`src/rtl/cfu_pkg.sv`:
```
package cfu_pkg;
  // Instruction field positions, fixed by the host encoding
  localparam int SRC_A_LSB = 16;
  localparam int SRC_B_LSB = 0;
  localparam int SUBOP_LSB = 5;
  localparam int SUBOP_W   = 3;
  localparam int FLAG_LSB  = 28;

  typedef enum logic [SUBOP_W-1:0] {
    SUBOP_CMP_NARROW = 3'd4,
    SUBOP_CMP_WIDE   = 3'd5
  } subop_e;

  typedef struct packed {
    logic n;
    logic z;
    logic c;
    logic v;
  } nzcv_t;

  // Place the four flags at the top of a host-width word
  function automatic logic [31:0] pack_flags(input nzcv_t f);
    logic [31:0] w;
    w = '0;
    w[FLAG_LSB +: 4] = f;
    return w;
  endfunction
endpackage

```
`src/rtl/cfu_decode.sv`:
```
module cfu_decode #(
  parameter int IDX_W = 4
) (
  input  logic [31:0]      instr,
  output logic [IDX_W-1:0] src_a,
  output logic [IDX_W-1:0] src_b,
  output logic             sel_wide,
  output logic             bad_op
);
  import cfu_pkg::*;

  logic [SUBOP_W-1:0] subop;
  logic               unused_bits;

  assign src_a = instr[SRC_A_LSB +: IDX_W];
  assign src_b = instr[SRC_B_LSB +: IDX_W];
  assign subop = instr[SUBOP_LSB +: SUBOP_W];
  assign unused_bits = ^{instr[31:SRC_A_LSB+IDX_W], instr[SRC_A_LSB-1:SUBOP_LSB+SUBOP_W],
                         instr[SUBOP_LSB-1:SRC_B_LSB+IDX_W]};

  always_comb begin
    sel_wide = 1'b0;
    bad_op   = 1'b0;
    case (subop)
      SUBOP_CMP_NARROW: sel_wide = 1'b0;
      SUBOP_CMP_WIDE:   sel_wide = 1'b1;
      default:          bad_op   = 1'b1;
    endcase
  end
endmodule

```
`src/rtl/cfu_flags.sv`:
```
module cfu_flags #(
  parameter int W = 32
) (
  input  logic [W-1:0]  op_a,
  input  logic [W-1:0]  op_b,
  output cfu_pkg::nzcv_t flags
);
  logic [W-1:0] diff;
  logic         a_neg, b_neg, d_neg;

  assign diff  = op_a - op_b;
  assign a_neg = op_a[W-1];
  assign b_neg = op_b[W-1];
  assign d_neg = diff[W-1];

  assign flags.n = d_neg;
  assign flags.z = (diff == '0);
  assign flags.c = (a_neg & ~b_neg) | (a_neg & ~d_neg) | (~b_neg & ~d_neg);
  assign flags.v = (a_neg & ~b_neg & ~d_neg) | (~a_neg & b_neg & d_neg);
endmodule

```
`src/rtl/cfu_top.sv`:
```
module cfu_top #(
  parameter int HALF_W  = 32,
  parameter int REG_CNT = 16
) (
  input  logic                  clk,
  input  logic                  rst_n,
  input  logic                  req_i,
  input  logic [31:0]           instr_i,
  output logic [$clog2(REG_CNT)-1:0] rf_addr_a_o,
  output logic [$clog2(REG_CNT)-1:0] rf_addr_b_o,
  input  logic [2*HALF_W-1:0]   rf_data_a_i,
  input  logic [2*HALF_W-1:0]   rf_data_b_i,
  output logic [31:0]           flags_o,
  output logic                  done_o,
  output logic                  illegal_o
);
  import cfu_pkg::*;

  localparam int IDX_W   = $clog2(REG_CNT);
  localparam int N_MODES = 2;

  logic   sel_wide, bad_op;
  nzcv_t  mode_flags [N_MODES];
  nzcv_t  picked;
  logic [31:0] word_nxt;

  cfu_decode #(.IDX_W(IDX_W)) u_dec (
    .instr   (instr_i),
    .src_a   (rf_addr_a_o),
    .src_b   (rf_addr_b_o),
    .sel_wide(sel_wide),
    .bad_op  (bad_op)
  );

  // Mode 0 uses the lower half, mode 1 the whole register
  for (genvar g = 0; g < N_MODES; g++) begin : g_mode
    localparam int W = HALF_W * (g + 1);
    cfu_flags #(.W(W)) u_flags (
      .op_a (rf_data_a_i[W-1:0]),
      .op_b (rf_data_b_i[W-1:0]),
      .flags(mode_flags[g])
    );
  end

  assign picked   = sel_wide ? mode_flags[1] : mode_flags[0];
  assign word_nxt = bad_op ? 32'd0 : pack_flags(picked);

  always_ff @(posedge clk or negedge rst_n) begin
    if (!rst_n) begin
      flags_o   <= '0;
      done_o    <= 1'b0;
      illegal_o <= 1'b0;
    end else begin
      done_o <= req_i;
      if (req_i) begin
        flags_o   <= word_nxt;
        illegal_o <= bad_op;
      end
    end
  end
endmodule

```
`config.mk`:
```
export PLATFORM = sky130hd
export DESIGN_NAME = cfu_top
export DESIGN_NICKNAME = d
export VERILOG_FILES = /design/src/rtl/cfu_pkg.sv /design/src/rtl/cfu_decode.sv /design/src/rtl/cfu_flags.sv /design/src/rtl/cfu_top.sv
export SDC_FILE = /design/constraint.sdc
export NUM_CORES = 1
export LEC_CHECK = 0
export ABC_AREA = 1
export BUFFER_PORTS_ARGS = -buffer_cell sky130_fd_sc_hd__buf_4
export CAP_MARGIN = 20
export CORE_ASPECT_RATIO = 1.2
export CORE_MARGIN = 1
export CORE_UTILIZATION = 55
export DETAILED_ROUTE_END_ITERATION = 10
export PLACE_DENSITY = 0.91
export SYNTH_ARGS = -nofsm -noshare
export SYNTH_HDL_FRONTEND = slang
export SYNTH_SLANG_ARGS = --single-unit
```
`constraint.sdc`:
```
create_clock -name clk -period 0.92 [get_ports clk]
set_clock_uncertainty 0.05 [all_clocks]
set_input_delay 0.184 -clock clk [delete_from_list [all_inputs] [get_ports clk]]
set_output_delay 0.184 -clock clk [all_outputs]
set_load 0.05 [all_outputs]
```
==> results of run 1 <==
-- cells in the mapped netlist --
master / number
nor3_2: 1
o21ai_0: 10
o21ai_1: 1
nand3b_2: 1
a32o_1: 2
ha_1: 66
clkinv_1: 4
inv_2: 13
and2_1: 1
xnor2_1: 10
nor2_4: 5
dfrtp_1: 6
a31oi_1: 2
fa_1: 2
o21bai_1: 5
nand3b_1: 8
nand2_2: 21
nand2_1: 585
nor2_2: 25
nand3_2: 5
nor4_1: 1
or2_2: 3
buf_4: 36
nor4_2: 2
conb_1: 1
nand4_1: 17
xor2_1: 11
nor2_1: 102
nand3_1: 52
a21oi_1: 49
a22o_1: 1
and3_1: 1
nor3b_1: 1
inv_1: 379
nor3_1: 12
a21o_1: 2
o22ai_1: 1
mux2i_1: 2
o21ai_2: 1
-- cell families after synthesis --
kind of cell    after synthesis  synth area share, %
compound gates               74                 5.90
buf+inv                     432                 25.3
xor+xnor                     21                 2.65
mux                           2                0.288
other cells                   1               0.0540
fa+ha+maj                    68                 12.5
flops                         6                 2.16
simple gates                843                 51.2
-- per-layer routing --
| layer | overflow | track usage, % |
|---|---|---|
| met1 | 3 | 78.6 |
| met2 | 141 | 99.8 |
| met3 | 5 | 67.6 |
| met4 | 69 | 85.5 |
| met5 | 2 | 42.1 |
-- timing repair --
action / in CTS
hold buffers: 1
setup buffers: 19
pin swaps: 44
hold endpoints to repair: 6
resized for setup: 50
setup endpoints to repair: 10
-- through the flow --
stage               worst slack [ns]  util [%]  setup TNS [ns]
floorplan                      -1.64         -           -5.38
global placement               -2.22      84.8           -6.87
detailed placement             -2.33      84.8           -7.46
CTS                            -1.88      88.0           -7.11
==> flow_summary_export.csv, run 1 <==
group,metric,value,unit
outcome,outcome,"stopped before the end",
clock_tree,clock_path_buffers,2,
grt,grt_usage,82.1,%
die,io-pin-count,205,
clock_tree,clock-sinks,6,
yosys,synth_area,0.00694,mm^2
timing,worst-ep-kind,"register data pin",
clock_tree,numCtsBuffers,3,
placement,io_buffers,139,
clock_tree,clockRootBuffer,"clkbuf_16",
placement,placed_cells_incl_taps,1941,
outcome,lastStage,"5_1_grt",
yosys,yosysTopAreaCellShare,31.6,%
yosys,synth_top_area_cell,"nand2_1",
outcome,tool.error,"[ERROR GRT-0232] Routing congestion too high. Check the congestion heatmap in the GUI.",
placement,place.detailed.hpwl,23.2,mm
die,die_h,125,um
yosys,synth_warnings,0,
yosys,yosysUniqueCellTypes,39,
yosys,synthTopCellsByArea,"nand2_1 (32%), inv_1 (20%), ha_1 (12%)",
placement,routabilityCongestion,1.14,
die,fp.dieW,105,um
grt,grt_overflow,220,
placement,placed_cell_area,0.0104,mm^2
timing,grt-worst-endpoint,"flags_o[30]$_DFFE_PN0P_/D",
grt,grt_max_degree,7,
yosys,synthCells,1447,
die,row_count,44,
yosys,yosysSeqAreaShare,2.16,%
yosys,ys_ff_latch,6,
die,start_util,56.8,%
yosys,post_synth.cell_area_avg,4.80,um^2
clock_tree,h-tree-depth,1,
==> inputs of run 2 (changes only) <==
Settings changed: CORE_ASPECT_RATIO 1.2 to unset, CORE_UTILIZATION 55 to 40, PLACE_DENSITY 0.91 to unset, PLACE_DENSITY_LB_ADDON set to 0.15.
==> flow_summary_export.csv, run 2 <==
group,metric,value,unit
final_layout,stdcell_count,2092,
critical_path,worst-path-stages,29,
critical_path,reg2reg_depth,2,
clock_tree,cts_tree,"yes",
pwr,p_leak,0.00702,uW
placement,place.detailed.hpwl,24.6,mm
critical_path,critPathBufInv,9,
yosys,synthCells,1447,
run,cap_violations,0,
critical_path,max_stage_delay,0.21,ns
grt,antenna_found_initial,0,
critical_path,worst-path-max-fanout,3,
clock_tree,clock-sinks,6,
timing,post-route-period-util,302,%
critical_path,critPathKind,"in -> reg",
placement,placed_cell_area,0.0108,mm^2
yosys,yosysTopAreaCellShare,31.6,%
placement,placed_cells_incl_taps,2047,
final_layout,fin_util,69.3,%
yosys,synth_commonest_cells,"nand2_1 (585), inv_1 (379), nor2_1 (102)",
critical_path,critPathArrivalTime,2.90,ns
yosys,synth_area,0.00694,mm^2
clock_tree,numCtsBuffers,3,
clock_tree,clk_pin_slew,0.03,ns
yosys,synthTopCellsByArea,"nand2_1 (32%), inv_1 (20%), ha_1 (12%)",
yosys,synth_warnings,0,
clock_tree,clk_latency,0.23,ns
timing,min_period,2.78,ns
pwr,ir_drop,1.15,mV
critical_path,cp.required,1.04,ns
clock_tree,clock_path_buffers,2,
final_layout,regMostFlops,"flags_o",
hold_path,hold_depth,2,
grt,grt_usage,31.6,%
yosys,synth_flop_cell,"dfrtp_1",
placement,io_buffers,139,
die,start_util,41.4,%
critical_path,worstSetupEndpointType,"flip-flop",
grt,grt_pass1_wl,44.5,mm
final_layout,fillers,1480,
timing,max_freq,360,MHz
yosys,synth_edf_count,0,
placement,routabilityCongestion,0.970,
outcome,outcome,"complete, but fails checks",
timing,worst_hold_slack,0.131,ns
routing,drc_errors,0,
die,die_h,134,um
final_layout,drive_above_1_share,37.0,%
yosys,ys_ff_latch,6,
critical_path,crit_family,"simple AND/OR/NAND/NOR gates",
final_layout,largest_reg_flops,4,
yosys,yosysSeqAreaShare,2.16,%
routing,ant_nets,0,
yosys,synth.most_common_cell,"nand2_1",
final_layout,layout_commonest_cell,"nand2_1",
yosys,synth_top_area_cell,"nand2_1",
yosys,yosysUniqueCellTypes,39,
pwr,power_density,739,mW/mm^2
yosys,synthArstFlopShare,100,%
critical_path,crit_slowest_cell,"ha_4",
routing,routed_wl,28.1,mm
routing,vias,9635,
placement,pre_cts_slack,-2.31,ns
clock_tree,h-tree-depth,1,
grt,grt_overflow,0,
timing,final_hold_viol_count,0,
timing,worst_slack,-1.86,ns
grt,grt_pass1_vias,9210,
die,core-area,0.0168,mm^2
final_layout,n_antenna_cell,0,
outcome,violations,"negative setup slack",
timing,rsz0062_at_grt,"yes",
routing,via_per_inst,4.61,
final_layout,fin_area,0.0116,mm^2
final_layout,nets,2105,
yosys,post_synth.cell_area_avg,4.80,um^2
timing,slew_viol_final,0,
die,fp.dieW,134,um
timing,setup_viol_count_final,10,
die,die_area,0.0179,mm^2
critical_path,crit_top_cell,"nand2_1",
routing,drt_first_pass_iters,7,
die,io-pin-count,205,
grt,grt_max_degree,7,
clock_tree,clockRootBuffer,"clkbuf_16",
final_layout,final_cell_mix,"nand2_1 (513), buf_4 (405), inv_1 (347)",
routing,drt_iter0_drc,631,
final_layout,syn2layout_area_growth,67.4,%
final_layout,top_regs,"flags_o x4, done_o x1, illegal_o x1",
routing,wire_per_inst,13.4,um
critical_path,startpoint_type,"primary input",
die,row_count,47,
hold_path,hp-class,"in -> reg",
==> run 2: cell counts after synthesis <==
No cell type changed its count.
==> run 2: repair_timing <==
| item | in CTS | in global routing |
|---|---|---|
| hold buffers | 1 | 0 |
| endpoints found under the setup margin | 10 | 10 |
| pin swaps | 69 | 54 |
| gates resized for setup | 89 | 44 |
| cloned | 0 | 0 |
| buffers inserted | 32 | 10 |
| hold endpoints to repair | 6 | 0 |
==> run 2: cell families after synthesis <==
group / count (synthesis) / share of synthesized area, %
simple gates: 843 / 51.2
mux: 2 / 0.288
compound gates: 74 / 5.90
xor+xnor: 21 / 2.65
buf+inv: 432 / 25.3
other cells: 1 / 0.0540
fa+ha+maj: 68 / 12.5
flops: 6 / 2.16
==> run 2: final timing paths <==
check | startpoint | end | slack, ns
max | rf_data_b_i[8] | flags_o[30]$_DFFE_PN0P_ | -1.86
max in group asynchronous | rst_n | illegal_o$_DFFE_PN0P_ | 0.46
min reg2reg | flags_o[30]$_DFFE_PN0P_ | flags_o[30]$_DFFE_PN0P_ | 0.47
max reg2reg | flags_o[31]$_DFFE_PN0P_ | flags_o[31]$_DFFE_PN0P_ | 0.03
min | req_i | done_o$_DFF_PN0_ | 0.13
min in group asynchronous | rst_n | flags_o[31]$_DFFE_PN0P_ | 0.25
==> run 2: metal layers <==
| layer | share of wire (%) | vias up | global-route usage [%] |
|---|---|---|---|
| li1 | - | 5031 | - |
| met1 | 46 | 4275 | 43.5 |
| met2 | 45 | 310 | 53.8 |
| met3 | 7.0 | 19 | 2.93 |
| met4 | 1.2 | 0 | 4.99 |
| met5 | 0 | - | 0 |
==> run 2: metrics by stage <==
stage | power, uW | setup TNS (ns)
floorplan | 4330 | -5.38
global placement | 7030 | -7.33
detailed placement | 7120 | -7.46
CTS | 8300 | -6.66
global route | 9330 | -7.53
finish | 8580 | -6.86
==> run 2: final cells by class <==
type                    count  area [um^2]  area share, %
multi-input cells        1036         6260           53.9
clock buffers               3         75.1          0.646
flip-flops and latches      6          150           1.29
well taps                 220          275           2.37
repair buffers            431         3350           28.8
inverters                 396         1510           13.0
==> run 2: power by group <==
part	total [uW]	switching (uW)	internal [uW]
Clock	698	141	557
Combinational	7590	4060	3530
Sequential	295	12.3	283
Total	8580	4210	4370
No activity file was read; power rests on OpenSTA's default activity.
==> inputs of run 3 (changes only) <==
Settings changed: CORE_UTILIZATION 40 to 55.
==> flow_summary_export.csv, run 3 <==
group,metric,value,unit
yosys,synthTopCellsByArea,"nand2_1 (32%), inv_1 (20%), ha_1 (12%)",
grt,grt_usage,73.7,%
yosys,synthArstFlopShare,100,%
die,die_h,114,um
timing,grt-worst-endpoint,"flags_o[30]$_DFFE_PN0P_/D",
yosys,synth_area,0.00694,mm^2
yosys,synth_flop_cell,"dfrtp_1",
timing,worst-ep-kind,"register data pin",
die,fp.dieW,114,um
yosys,synth_warnings,0,
clock_tree,clock_path_buffers,2,
grt,grt_max_degree,7,
die,io-pin-count,205,
outcome,tool.error,"[ERROR GRT-0232] Routing congestion too high. Check the congestion heatmap in the GUI.",
yosys,synth_top_area_cell,"nand2_1",
yosys,yosysTopAreaCellShare,31.6,%
yosys,synth.most_common_cell,"nand2_1",
outcome,lastStage,"5_1_grt",
clock_tree,h-tree-depth,1,
die,start_util,57.1,%
placement,routabilityCongestion,1.11,
outcome,outcome,"stopped before the end",
yosys,synthCells,1447,
placement,io_buffers,139,
grt,grt_overflow,164,
clock_tree,numCtsBuffers,3,
yosys,post_synth.cell_area_avg,4.80,um^2
yosys,synth_edf_count,0,
yosys,yosysUniqueCellTypes,39,
yosys,synth_commonest_cells,"nand2_1 (585), inv_1 (379), nor2_1 (102)",
placement,place.detailed.hpwl,22.2,mm
yosys,ys_ff_latch,6,
clock_tree,clock-sinks,6,
die,row_count,40,
clock_tree,clockRootBuffer,"clkbuf_16",
yosys,yosysSeqAreaShare,2.16,%
run 3: cell counts after synthesis:
No cell type changed its count.
run 3: kinds of logic after synthesis:
family	after synthesis	share of synthesized area, %
muxes	2	0.288
other	1	0.0540
adders and majority gates	68	12.5
xor gates and xnor gates	21	2.65
buffers and inverters	432	25.3
DFF	6	2.16
AOI/OAI and AO/OA	74	5.90
and+or+nand+nor	843	51.2
run 3: per-stage QoR:
| stage | hold slack [ns] | setup WS, ns | util [%] | instance area, um^2 | std cells |
|---|---|---|---|---|---|
| 3_3_place_gp | -0.0560 | -2.16 | 85.4 | 10400 | 1950 |
| 2_1_floorplan | -0.162 | -1.64 | - | 7870 | 1474 |
| 4_1_cts | 0.131 | -1.80 | 90.6 | 11000 | 1985 |
| 3_5_place_dp | -0.0569 | -2.26 | 85.4 | 10400 | 1950 |
run 3: layer usage:
layer / GRT overflow / global-route usage (%)
met5: 0 / 18.8
met1: 1 / 67.9
met2: 99 / 97.7
met3: 5 / 53.5
met4: 59 / 82.8
run 3: timing repair:
item                                    CTS
gates resized for setup                 112
buffers inserted                         31
pin swaps                                71
endpoints found under the setup margin   10
hold buffers                              1
endpoints found under the hold margin     6
